<file path="src/rtl/evt_prescale_counter.sv">
module evt_prescale_counter #(
  parameter int W = 32
) (
  input  logic         clk,
  input  logic         rst_n,
  input  logic         tick_en,
  input  logic [W-1:0] wdata,
  input  logic         wr_reload,
  input  logic         wr_down,
  input  logic         wr_count,
  output logic [W-1:0] reload_q,
  output logic [W-1:0] down_q,
  output logic [W-1:0] count_q
);

  logic at_zero;
  logic fire;

  assign at_zero = (down_q == '0);
  assign fire    = tick_en && at_zero;

  always_ff @(posedge clk or negedge rst_n) begin
    if (!rst_n)         reload_q <= '0;
    else if (wr_reload) reload_q <= wdata;
  end

  always_ff @(posedge clk or negedge rst_n) begin
    if (!rst_n)       down_q <= '0;
    else if (wr_down) down_q <= wdata;
    else if (fire)    down_q <= reload_q;
    else if (tick_en) down_q <= down_q - 1'b1;
  end

  always_ff @(posedge clk or negedge rst_n) begin
    if (!rst_n)        count_q <= '0;
    else if (wr_count) count_q <= wdata;
    else if (fire)     count_q <= count_q + 1'b1;
  end

  a_r2_decrement: assert property (@(posedge clk) disable iff (!rst_n)
    (tick_en && !wr_down && !wr_count && down_q != '0)
      |=> (down_q == $past(down_q) - 1'b1) && $stable(count_q));

  a_r3_reload_fire: assert property (@(posedge clk) disable iff (!rst_n)
    (tick_en && !wr_down && !wr_count && down_q == '0)
      |=> (down_q == $past(reload_q)) && (count_q == $past(count_q) + 1'b1));

  a_r4_zero_sticks: assert property (@(posedge clk) disable iff (!rst_n)
    (tick_en && !wr_down && down_q == '0 && reload_q == '0)
      |=> down_q == '0);

  a_r5_idle_hold: assert property (@(posedge clk) disable iff (!rst_n)
    (!tick_en && !wr_reload && !wr_down && !wr_count)
      |=> $stable(reload_q) && $stable(down_q) && $stable(count_q));

  a_r6_reload_no_touch: assert property (@(posedge clk) disable iff (!rst_n)
    (wr_reload && !wr_down && !tick_en) |=> $stable(down_q));

  a_r9_count_write_wins: assert property (@(posedge clk) disable iff (!rst_n)
    wr_count |=> count_q == $past(wdata));

  a_r9_down_write_wins: assert property (@(posedge clk) disable iff (!rst_n)
    wr_down |=> down_q == $past(wdata));

endmodule

</file>
<file path="config.mk">
export PLATFORM = sky130hd
export DESIGN_NAME = evt_prescale_counter
export DESIGN_NICKNAME = d
export VERILOG_FILES = /design/src/rtl/evt_prescale_counter.sv
export SDC_FILE = /design/constraint.sdc
export NUM_CORES = 1
export LEC_CHECK = 0
export ABC_AREA = 1
export BUFFER_PORTS_ARGS = -buffer_cell sky130_fd_sc_hd__buf_2
export CAP_MARGIN = 20
export CORE_MARGIN = 3
export CORE_UTILIZATION = 45
export DETAILED_ROUTE_END_ITERATION = 12
export PLACE_DENSITY = 0.68
export SLEW_MARGIN = 20
export SYNTH_ARGS = -nofsm -noshare
export SYNTH_HDL_FRONTEND = slang
export SYNTH_SLANG_ARGS = --single-unit
</file>
<file path="constraint.sdc">
create_clock -name clk -period 2.2 [get_ports clk]
set_input_delay 0.44 -clock clk [delete_from_list [all_inputs] [get_ports clk]]
set_output_delay 0.44 -clock clk [all_outputs]
set_load 0.01 [all_outputs]
</file>
==> results of run 1 <==
[layer usage]
| metal | routed length [um] | GRT usage | vias to the layer above | part of all wire |
|---|---|---|---|---|
| met5 | 0 | 0 | - | 0 |
| met4 | 306 | 0.0600 | 0 | 0.015 |
| met3 | 1540 | 0.0442 | 23 | 0.074 |
| met2 | 9200 | 0.416 | 265 | 0.44 |
| met1 | 9720 | 0.400 | 3044 | 0.47 |
| li1 | - | - | 3177 | - |
[worst register-to-register path: stages (launching register included)]
cell and delay (ns):
dfrtp_1 0.41, inv_1 0.08, ha_1 0.23, nand2_2 0.12, nor2_4 0.15, nand3_4 0.13, nor2_4 0.14, nand2_4 0.10
nor2_8 0.38, nand2_1 0.12, nand3_1 0.10
[power by group through the flow]
stage               clock network (mW)  logic (mW)  registers (mW)
floorplan                            0       0.553            2.23
global placement                     0        1.09            2.20
detailed placement                   0        1.10            2.20
CTS                               1.72        1.11            2.16
global route                      1.78        1.24            2.20
finish                            1.68        1.10            2.17
[timing repair]
item | 4_1_cts | 5_1_grt
hold buffers | 1 | 0
resized for setup | 0 | 1
hold endpoints to repair | 6 | 0
setup endpoints to repair | 0 | 35
[Yosys cell counts]
cell type and n:
buf_1 1, and2_0 1, o21ai_1 1, buf_6 2, ha_1 2, mux2_2 1, nor2_8 1, nor2_2 5
nand3_2 22, nor2_1 103, inv_1 74, nand3_4 1, xnor2_1 15, xor2_1 19, o21bai_1 2, nor3_4 1
o21ai_0 54, nand4_1 17, nand2_2 24, nor2_4 4, inv_2 6, buf_4 2, clkbuf_1 22, o211ai_1 1
nand2_1 304, nand2_4 1, dfrtp_1 96, or2_2 1, a22oi_1 29, buf_12 2, buf_2 3, nand3b_1 9
nand3_1 70, nor3_1 4
[final cells by class]
| type | instances | area (sq um) | share of cell area |
|---|---|---|---|
| Clock buffer | 13 | 270 | 0.0356 |
| Tap cell | 176 | 220 | 0.0290 |
| Clock inverter | 3 | 47.5 | 0.00627 |
| Inverter | 80 | 300 | 0.0396 |
| Sequential cell | 96 | 2400 | 0.317 |
| Multi-Input combinational cell | 692 | 3460 | 0.456 |
| Timing Repair Buffer | 158 | 883 | 0.117 |
[flip-flops by register name, summed over array words and instances (netlist names)]
register,cells
down_q,32
reload_q,32
count_q,32
[how the worst max path moves through the flow]
stage                   start          end  cells after the start  slack [ns]
global route        down_q[0]   count_q[2]                     11        0.01
floorplan           down_q[0]  count_q[21]                     11        0.40
finish              down_q[0]   count_q[0]                     10        0.18
CTS                 down_q[0]   down_q[13]                     11        0.15
global placement    down_q[0]   count_q[0]                     10        0.23
detailed placement  down_q[0]  count_q[21]                     10        0.17
[cell families after synthesis]
kind of cell	Yosys count	synth area share
and+or+nand+nor	568	0.410
xor gates and xnor gates	34	0.0471
DFF	96	0.380
muxes	1	0.00178
adders and majority gates	2	0.00395
buffers and inverters	112	0.0757
AOI/OAI and AO/OA	87	0.0815
==> flow_summary.toml, run 1 <==
[power_and_ir_drop]
power.combinational.fraction = 0.223
max-vdd-ir-drop_uv = 671
power.static_leakage_nw = 3.81
report.power.total_mw = 4.96
switching_share = 0.326
internal_power_mw = 3.34
p_clk_frac = 0.339
switching_power_mw = 1.61
seq_power_share = 0.438
cellPowerDensity_nw_per_um2 = 654

[hold_path]
hold_depth = 3
min_from = "wdata[1]"
worst_min_delay_path_category = "primary input to flip-flop"
worstHoldEndpoint = "reload_q[1]"

[global_routing]
grt_start_max_net_pins = 63
groute.usage.overall = 0.270
overflow = 0
number_of_global_route_vias_before_repair = 5906
global_route_wire_length_before_repair_mm = 33.4
antenna_found_initial = 0

[final_layout]
final_core_utilization = 0.561
layout_commonest_cell = "nand2_1"
most-common-layout-cells = "nand2_1 (304), buf_2 (132), nor2_1 (101)"
drive_gt1_frac = 0.231
layout.nets = 1077
area_growth_pct = 19.8
final_area_sq_um = 7580
final_cells = 1218
antenna-diode-count = 0
final.fill_count = 1356

[yosys]
synth_cell_types = 34
cell_area_after_synthesis_sq_um = 6330
synth.area.top_cells = "dfrtp_1 (38%), nand2_1 (18%), nor2_1 (6.1%)"
yosysSeqAreaShare = 0.380
syn-mean-instance-area_sq_um = 7.03
post_synth_inst_count = 900
synth.net_count = 940
postSynthRegisterBits = 96
yosys.area.top_type_share = 0.380
synth.largest_area_cell = "dfrtp_1"
yosysWarnings = 0

[critical_path]
cp.buffers_inverters = 1
timing.critical_path.slowest_stage_cell = "dfrtp_1"
ff2ff_setup_slack_ns = 0.18
worst_ep_arrival_time_ns = 2.31
worst_ep_required_time_ns = 2.49
most_frequent_cp_cell = "nor2_4"
rr_endpoint = "count_q[0]"
critical_path.max_fanout = 21
crit_path_capture_type = "flip-flop"
r2r_start = "down_q[0]"
timing_worst_setup_path_type = "flip-flop to flip-flop"
startpoint_type = "flip-flop"
timing.reg2reg.worst_path_depth = 10
critical-path-max-stage-delay_ns = 0.41
critical_path.cell_chain = "inv_1 > ha_1 > nand2_2 > nor2_4 > nand3_4 > nor2_4 > nand2_4 > nor2_8 > nand2_1 > nand3_1"
critical-path-top-delay-family = "simple AND/OR/NAND/NOR gates"

[drt]
detail-route-antenna-nets = 0
via_count = 6509
dr.pass1.iters = 5
route.final.wire_length_mm = 20.8
route.detailed.wl_per_inst_um = 17.1
detail_route.iter0.violations = 513
detail_route.vias_per_cell = 5.34
drc = 0

[placement]
placement.io_buffers = 133
place_inst = 1201
dpl_cell_area_sq_um = 7250
pre_cts_slack_ns = 0.170
gpl.final_weighted_congestion = 0.983
hpwl_dp_mm = 16.2

[timing]
final_hold_viol_count = 0
max_freq_ghz = 0.496
finalSetupViolations = 0
timing.final.ws_setup_ns = 0.182
skew_ns = 0.00597
max-slew-margin-rel = 0.633
hold_slack_ns = 0.339
fin_crit_sh = 0.917
period_minus_slack_ns = 2.02
setup-tns-final_ns = 0
slew_violations = 0
timing_worst_slew_pin_value_ns = 0.547
unrepaired_setup_endpoints_after_global_routing = "no"

[clock_tree]
clk_pin_slew_worst_paths_ns = 0.07
clk_root_buffer_cell = "clkbuf_16"
postCtsSetupBuffers = 0
number_of_buffers_added_by_the_clock_tree_synthesis_step = 9
clock_sink_count = 96
tritoncts = "done"
htree_levels = 3
clock_latency_on_the_worst_skew_pair_ns = 0.35
clk_path_buf_depth = 2

[job]
cap_violations = 0

[floorplan]
area_of_the_die_sq_um = 15500
core.rowCount = 42
die-height_um = 125
ioPinCount = 134
die_span_in_x_um = 125
initial_util = 0.469
core_area_sq_um = 13500

[status]
run_status = "finished clean"
No activity file was read; power rests on OpenSTA's default activity.
==> run 2, diff against run 1 <==
Settings changed: PLACE_DENSITY 0.68 to 0.7, SETUP_SLACK_MARGIN set to 0.02.
Clock period 2.2 ns to 1.79 ns, I/O delays scaled along.
==> run 2 against run 1 <==
Sequential power is 22% higher. Routed wire length increased by 4.9%. Hold slack got worse by 0.087 ns. Highest routed layer unchanged. Clock power rose by 27%.
==> flow_summary.toml, run 2 (synthesis results as in run 1) <==
[status]
run_status = "finished clean"

[final_layout]
final_area_sq_um = 8370
layout.nets = 1120
layout_commonest_cell = "nand2_1"
final_core_utilization = 0.620
area_growth_pct = 32.3
most-common-layout-cells = "nand2_1 (282), buf_2 (132), dfrtp_1 (92)"
drive_gt1_frac = 0.324
antenna-diode-count = 0
registers_with_the_most_flip_flops = "count_q (32), down_q (32), reload_q (32)"

[floorplan]
area_of_the_die_sq_um = 15500
initial_util = 0.469
die-height_um = 125
ioPinCount = 134
core_area_sq_um = 13500
die_span_in_x_um = 125
core.rowCount = 42

[power_and_ir_drop]
max-vdd-ir-drop_uv = 473
power.static_leakage_nw = 4.12
cellPowerDensity_nw_per_um2 = 765
seq_power_share = 0.412
switching_power_mw = 2.10
report.power.total_mw = 6.40
p_clk_frac = 0.332
internal_power_mw = 4.30
switching_share = 0.328
power.combinational.fraction = 0.256

[drt]
via_count = 6802
drc = 0
route.detailed.wl_per_inst_um = 17.3
dr.pass1.iters = 5
detail_route.vias_per_cell = 5.39
detail-route-antenna-nets = 0
detail_route.iter0.violations = 708
route.final.wire_length_mm = 21.8

[global_routing]
groute.usage.overall = 0.274
global_route_wire_length_before_repair_mm = 34.2
grt_start_max_net_pins = 49
number_of_global_route_vias_before_repair = 6280
overflow = 0
antenna_found_initial = 0

[clock_tree]
number_of_buffers_added_by_the_clock_tree_synthesis_step = 9
clk_path_buf_depth = 2
tritoncts = "done"
clock_latency_on_the_worst_skew_pair_ns = 0.35
clk_pin_slew_worst_paths_ns = 0.07
clock_sink_count = 96
htree_levels = 3
clk_root_buffer_cell = "clkbuf_16"

[timing]
slew_violations = 0
timing_worst_slew_pin_value_ns = 0.311
timing.final.ws_setup_ns = 0.0367
hold_slack_ns = 0.253
final_hold_viol_count = 0
finalSetupViolations = 0
fin_crit_sh = 0.980
unrepaired_setup_endpoints_after_global_routing = "yes"
period_minus_slack_ns = 1.75
max_freq_ghz = 0.570
max-slew-margin-rel = 0.792
skew_ns = 0.0128

[placement]
pre_cts_slack_ns = -0.00436
dpl_cell_area_sq_um = 7510
hpwl_dp_mm = 16.6
placement.io_buffers = 133
gpl.final_weighted_congestion = 0.968

[critical_path]
startpoint_type = "flip-flop"
timing_worst_setup_path_type = "flip-flop to flip-flop"
crit_path_capture_type = "flip-flop"
worst_ep_arrival_time_ns = 2.04
worst_ep_required_time_ns = 2.08
critical_path.max_fanout = 6

[job]
cap_violations = 0

[hold_path]
worst_min_delay_path_category = "primary input to flip-flop"
==> run 2: cell count changes in the layout (fill, tap and decap cells not counted), sizes merged <==
cell / delta
buf: +40
clkinvlp: +2
bufinv: +1
clkbuf: +1
inv: -1
==> run 2: metal layers <==
layer	wire length (um)	share of wire	global-route usage
met1	9650	0.44	0.401
met2	9850	0.45	0.413
met3	1640	0.075	0.0459
met4	656	0.030	0.0922
met5	0	0	0
==> run 2: through the flow <==
stage          instances  setup TNS, ns
5_1_grt             1261          -3.17
2_1_floorplan        900              0
3_5_place_dp        1230        -0.0102
6_report            1261              0
3_3_place_gp        1230              0
4_1_cts             1247              0
==> run 2: power groups by stage <==
stage / registers [mW] / clock network [mW] / logic (mW)
final: 2.64 / 2.13 / 1.64
after global routing: 2.67 / 2.27 / 1.81
after CTS: 2.63 / 2.14 / 1.48
after detailed placement: 2.67 / 0 / 1.47
after global placement: 2.67 / 0 / 1.45
after floorplan: 2.75 / 0 / 0.686
==> run 2: worst max-delay path, cell delays in order, from the launching register on <==
cell and delay [ns]:
dfrtp_1 0.39, inv_2 0.08, ha_4 0.16, nand2_4 0.06, nor2_4 0.11, nand3_4 0.08, nor2_4 0.13, nand3_4 0.21
nand2_8 0.19, clkbuf_16 0.16, nand2_2 0.05, nand2_1 0.06
==> run 2: cell type report <==
| class | instances | area, sq um |
|---|---|---|
| timing repair buffer | 201 | 1330 |
| fill | 1269 | 5130 |
| inverter | 80 | 315 |
| tap | 176 | 220 |
| clock inverter | 5 | 80.1 |
| multi-input combinational | 692 | 3770 |
| sequential | 96 | 2410 |
| clock buffer | 11 | 243 |
==> run 2: final timing paths <==
kind                         startpoint      endpoint  slack, ns  cells after the start
max                           down_q[0]   count_q[10]       0.04                     11
min                            wdata[0]   reload_q[0]       0.25                      3
max reg2reg                   down_q[0]   count_q[10]       0.04                     11
min reg2reg                reload_q[22]  reload_q[22]       0.55                      2
max in group asynchronous         rst_n     down_q[6]       0.84                      3
min in group asynchronous         rst_n    count_q[1]       0.41                      2
==> run 2: what timing repair did <==
item	4_1_cts	5_1_grt
setup endpoints to repair	24	63
pin swaps	0	13
buffers inserted	0	11
gates resized for setup	6	98
hold buffers	1	0
hold endpoints to repair	13	0
cloned	0	3
==> run 3, diff against run 2 <==
Settings changed: CAP_MARGIN 20 to 40, PLACE_DENSITY 0.7 to 0.74, SKIP_LAST_GASP set to 1.
==> run 3 against run 2 <==
Setup slack better by 0.030 ns. Hold slack better by 0.0031 ns. Via count is 1.0% higher. Global-route usage is 0.37 points lower.
==> flow_summary.toml, run 3 (synthesis results as in run 1) <==
[critical_path]
startpoint_type = "flip-flop"
ff2ff_setup_slack_ns = 0.07
crit_path_capture_type = "flip-flop"
worst_ep_required_time_ns = 2.03
timing_worst_setup_path_type = "flip-flop to flip-flop"
timing.reg2reg.worst_path_depth = 10
critical_path.max_fanout = 7
worst_ep_arrival_time_ns = 1.96

[timing]
max-slew-margin-rel = 0.674
finalSetupViolations = 0
final_hold_viol_count = 0
skew_ns = 0.00823
period_minus_slack_ns = 1.72
unrepaired_setup_endpoints_after_global_routing = "yes"
slew_violations = 0
fin_crit_sh = 0.963
timing_worst_slew_pin_value_ns = 0.490
max_freq_ghz = 0.580

[power_and_ir_drop]
cellPowerDensity_nw_per_um2 = 769
internal_power_mw = 4.24
power.static_leakage_nw = 4.08
p_clk_frac = 0.331
seq_power_share = 0.420
max-vdd-ir-drop_uv = 802
report.power.total_mw = 6.29
power.combinational.fraction = 0.249
switching_share = 0.325
switching_power_mw = 2.05

[clock_tree]
clock_latency_on_the_worst_skew_pair_ns = 0.36
clk_root_buffer_cell = "clkbuf_16"
htree_levels = 3
clk_pin_slew_worst_paths_ns = 0.06
clock_sink_count = 96
number_of_buffers_added_by_the_clock_tree_synthesis_step = 9
clk_path_buf_depth = 2
tritoncts = "done"

[floorplan]
area_of_the_die_sq_um = 15500
core_area_sq_um = 13500
initial_util = 0.469
core.rowCount = 42
die-height_um = 125
die_span_in_x_um = 125
ioPinCount = 134

[placement]
place_inst = 1232
hpwl_dp_mm = 16.6
gpl.final_weighted_congestion = 0.962
placement.io_buffers = 133

[global_routing]
global_route_wire_length_before_repair_mm = 33.6
overflow = 0
antenna_found_initial = 0
number_of_global_route_vias_before_repair = 6277
grt_start_max_net_pins = 44
groute.usage.overall = 0.271

[final_layout]
registers_with_the_most_flip_flops = "count_q (32), down_q (32), reload_q (32)"
final_cells = 1263
drive_gt1_frac = 0.297
layout.nets = 1122
layout_commonest_cell = "nand2_1"
antenna-diode-count = 0
most-common-layout-cells = "nand2_1 (297), buf_2 (133), dfrtp_1 (90)"
final.fill_count = 1264
area_growth_pct = 29.2

[hold_path]
worst_min_delay_path_category = "primary input to flip-flop"
hold_depth = 3

[drt]
route.final.wire_length_mm = 21.6
dr.pass1.iters = 5
met2_wirelength_mm = 9.82
wl_met3_mm = 1.70
route.detailed.wl_per_inst_um = 17.1
via_count = 6870
detail_route.iter0.violations = 625
wirelength_met1_mm = 9.41
detail_route.vias_per_cell = 5.44
drc = 0
detail-route-antenna-nets = 0
top_layer_used = "met4"

[status]
run_status = "finished clean"

[job]
cap_violations = 0
run 3: worst paths after layout:
check	from	endpoint
worst max-delay path	down_q[0]	count_q[5]
worst min-delay path	wdata[1]	reload_q[1]
worst max register to register	down_q[0]	count_q[5]
worst min register to register	reload_q[2]	down_q[2]
max in group asynchronous	rst_n	down_q[4]
min in group asynchronous	rst_n	count_q[6]
run 3: power by group through the flow:
| stage | Sequential, mW | Combinational [mW] | Clock, mW |
|---|---|---|---|
| 2_1_floorplan | 2.75 | 0.686 | 0 |
| 3_3_place_gp | 2.66 | 1.46 | 0 |
| 3_5_place_dp | 2.66 | 1.49 | 0 |
| 4_1_cts | 2.62 | 1.50 | 2.11 |
| 5_1_grt | 2.67 | 1.73 | 2.18 |
| 6_report | 2.64 | 1.57 | 2.08 |
run 3: stage by stage:
stage | TNS [ns] | hold slack, ns | worst slack, ns | util | instance area (sq um)
6_report | 0 | 0.256 | 0.0663 | 0.606 | 8180
4_1_cts | 0 | 0.245 | 0.0219 | 0.584 | 7890
3_3_place_gp | 0 | 0.347 | 0.00104 | 0.559 | 7550
2_1_floorplan | 0 | 0.0624 | 0.0303 | - | 6340
5_1_grt | -0.150 | 0.272 | -0.0338 | 0.606 | 8180
3_5_place_dp | -0.0267 | 0.350 | -0.0267 | 0.559 | 7550
run 3: final cells by class:
type	count	area, sq um	area share
inverters	80	310	0.0379
clock inverters	2	35.0	0.00428
clock buffers	14	284	0.0347
well taps	176	220	0.0269
multi-input cells	692	3580	0.438
repair buffers	203	1340	0.164
flip-flops and latches	96	2410	0.295
run 3: what timing repair did:
item | in CTS | in global routing
cloned | 0 | 3
pin swaps | 0 | 11
gates resized for setup | 1 | 54
hold endpoints to repair | 29 | 0
hold buffers | 1 | 0
setup endpoints to repair | 2 | 60
setup buffers | 0 | 11
run 3: routing by layer:
layer | vias to the layer above | track usage
li1 | 3261 | -
met5 | - | 0
met4 | 0 | 0.0948
met1 | 3265 | 0.369
met3 | 37 | 0.0656
met2 | 307 | 0.421
run 3: worst max-delay path, stage by stage, from the launching register on:
cell	delay, ns
dfrtp_1	0.39
inv_2	0.08
ha_4	0.16
nand2_4	0.06
nor2_4	0.09
nand3_2	0.10
nor2_4	0.15
nand3_4	0.17
nand2_4	0.17
clkbuf_16	0.16
o21ai_0	0.06
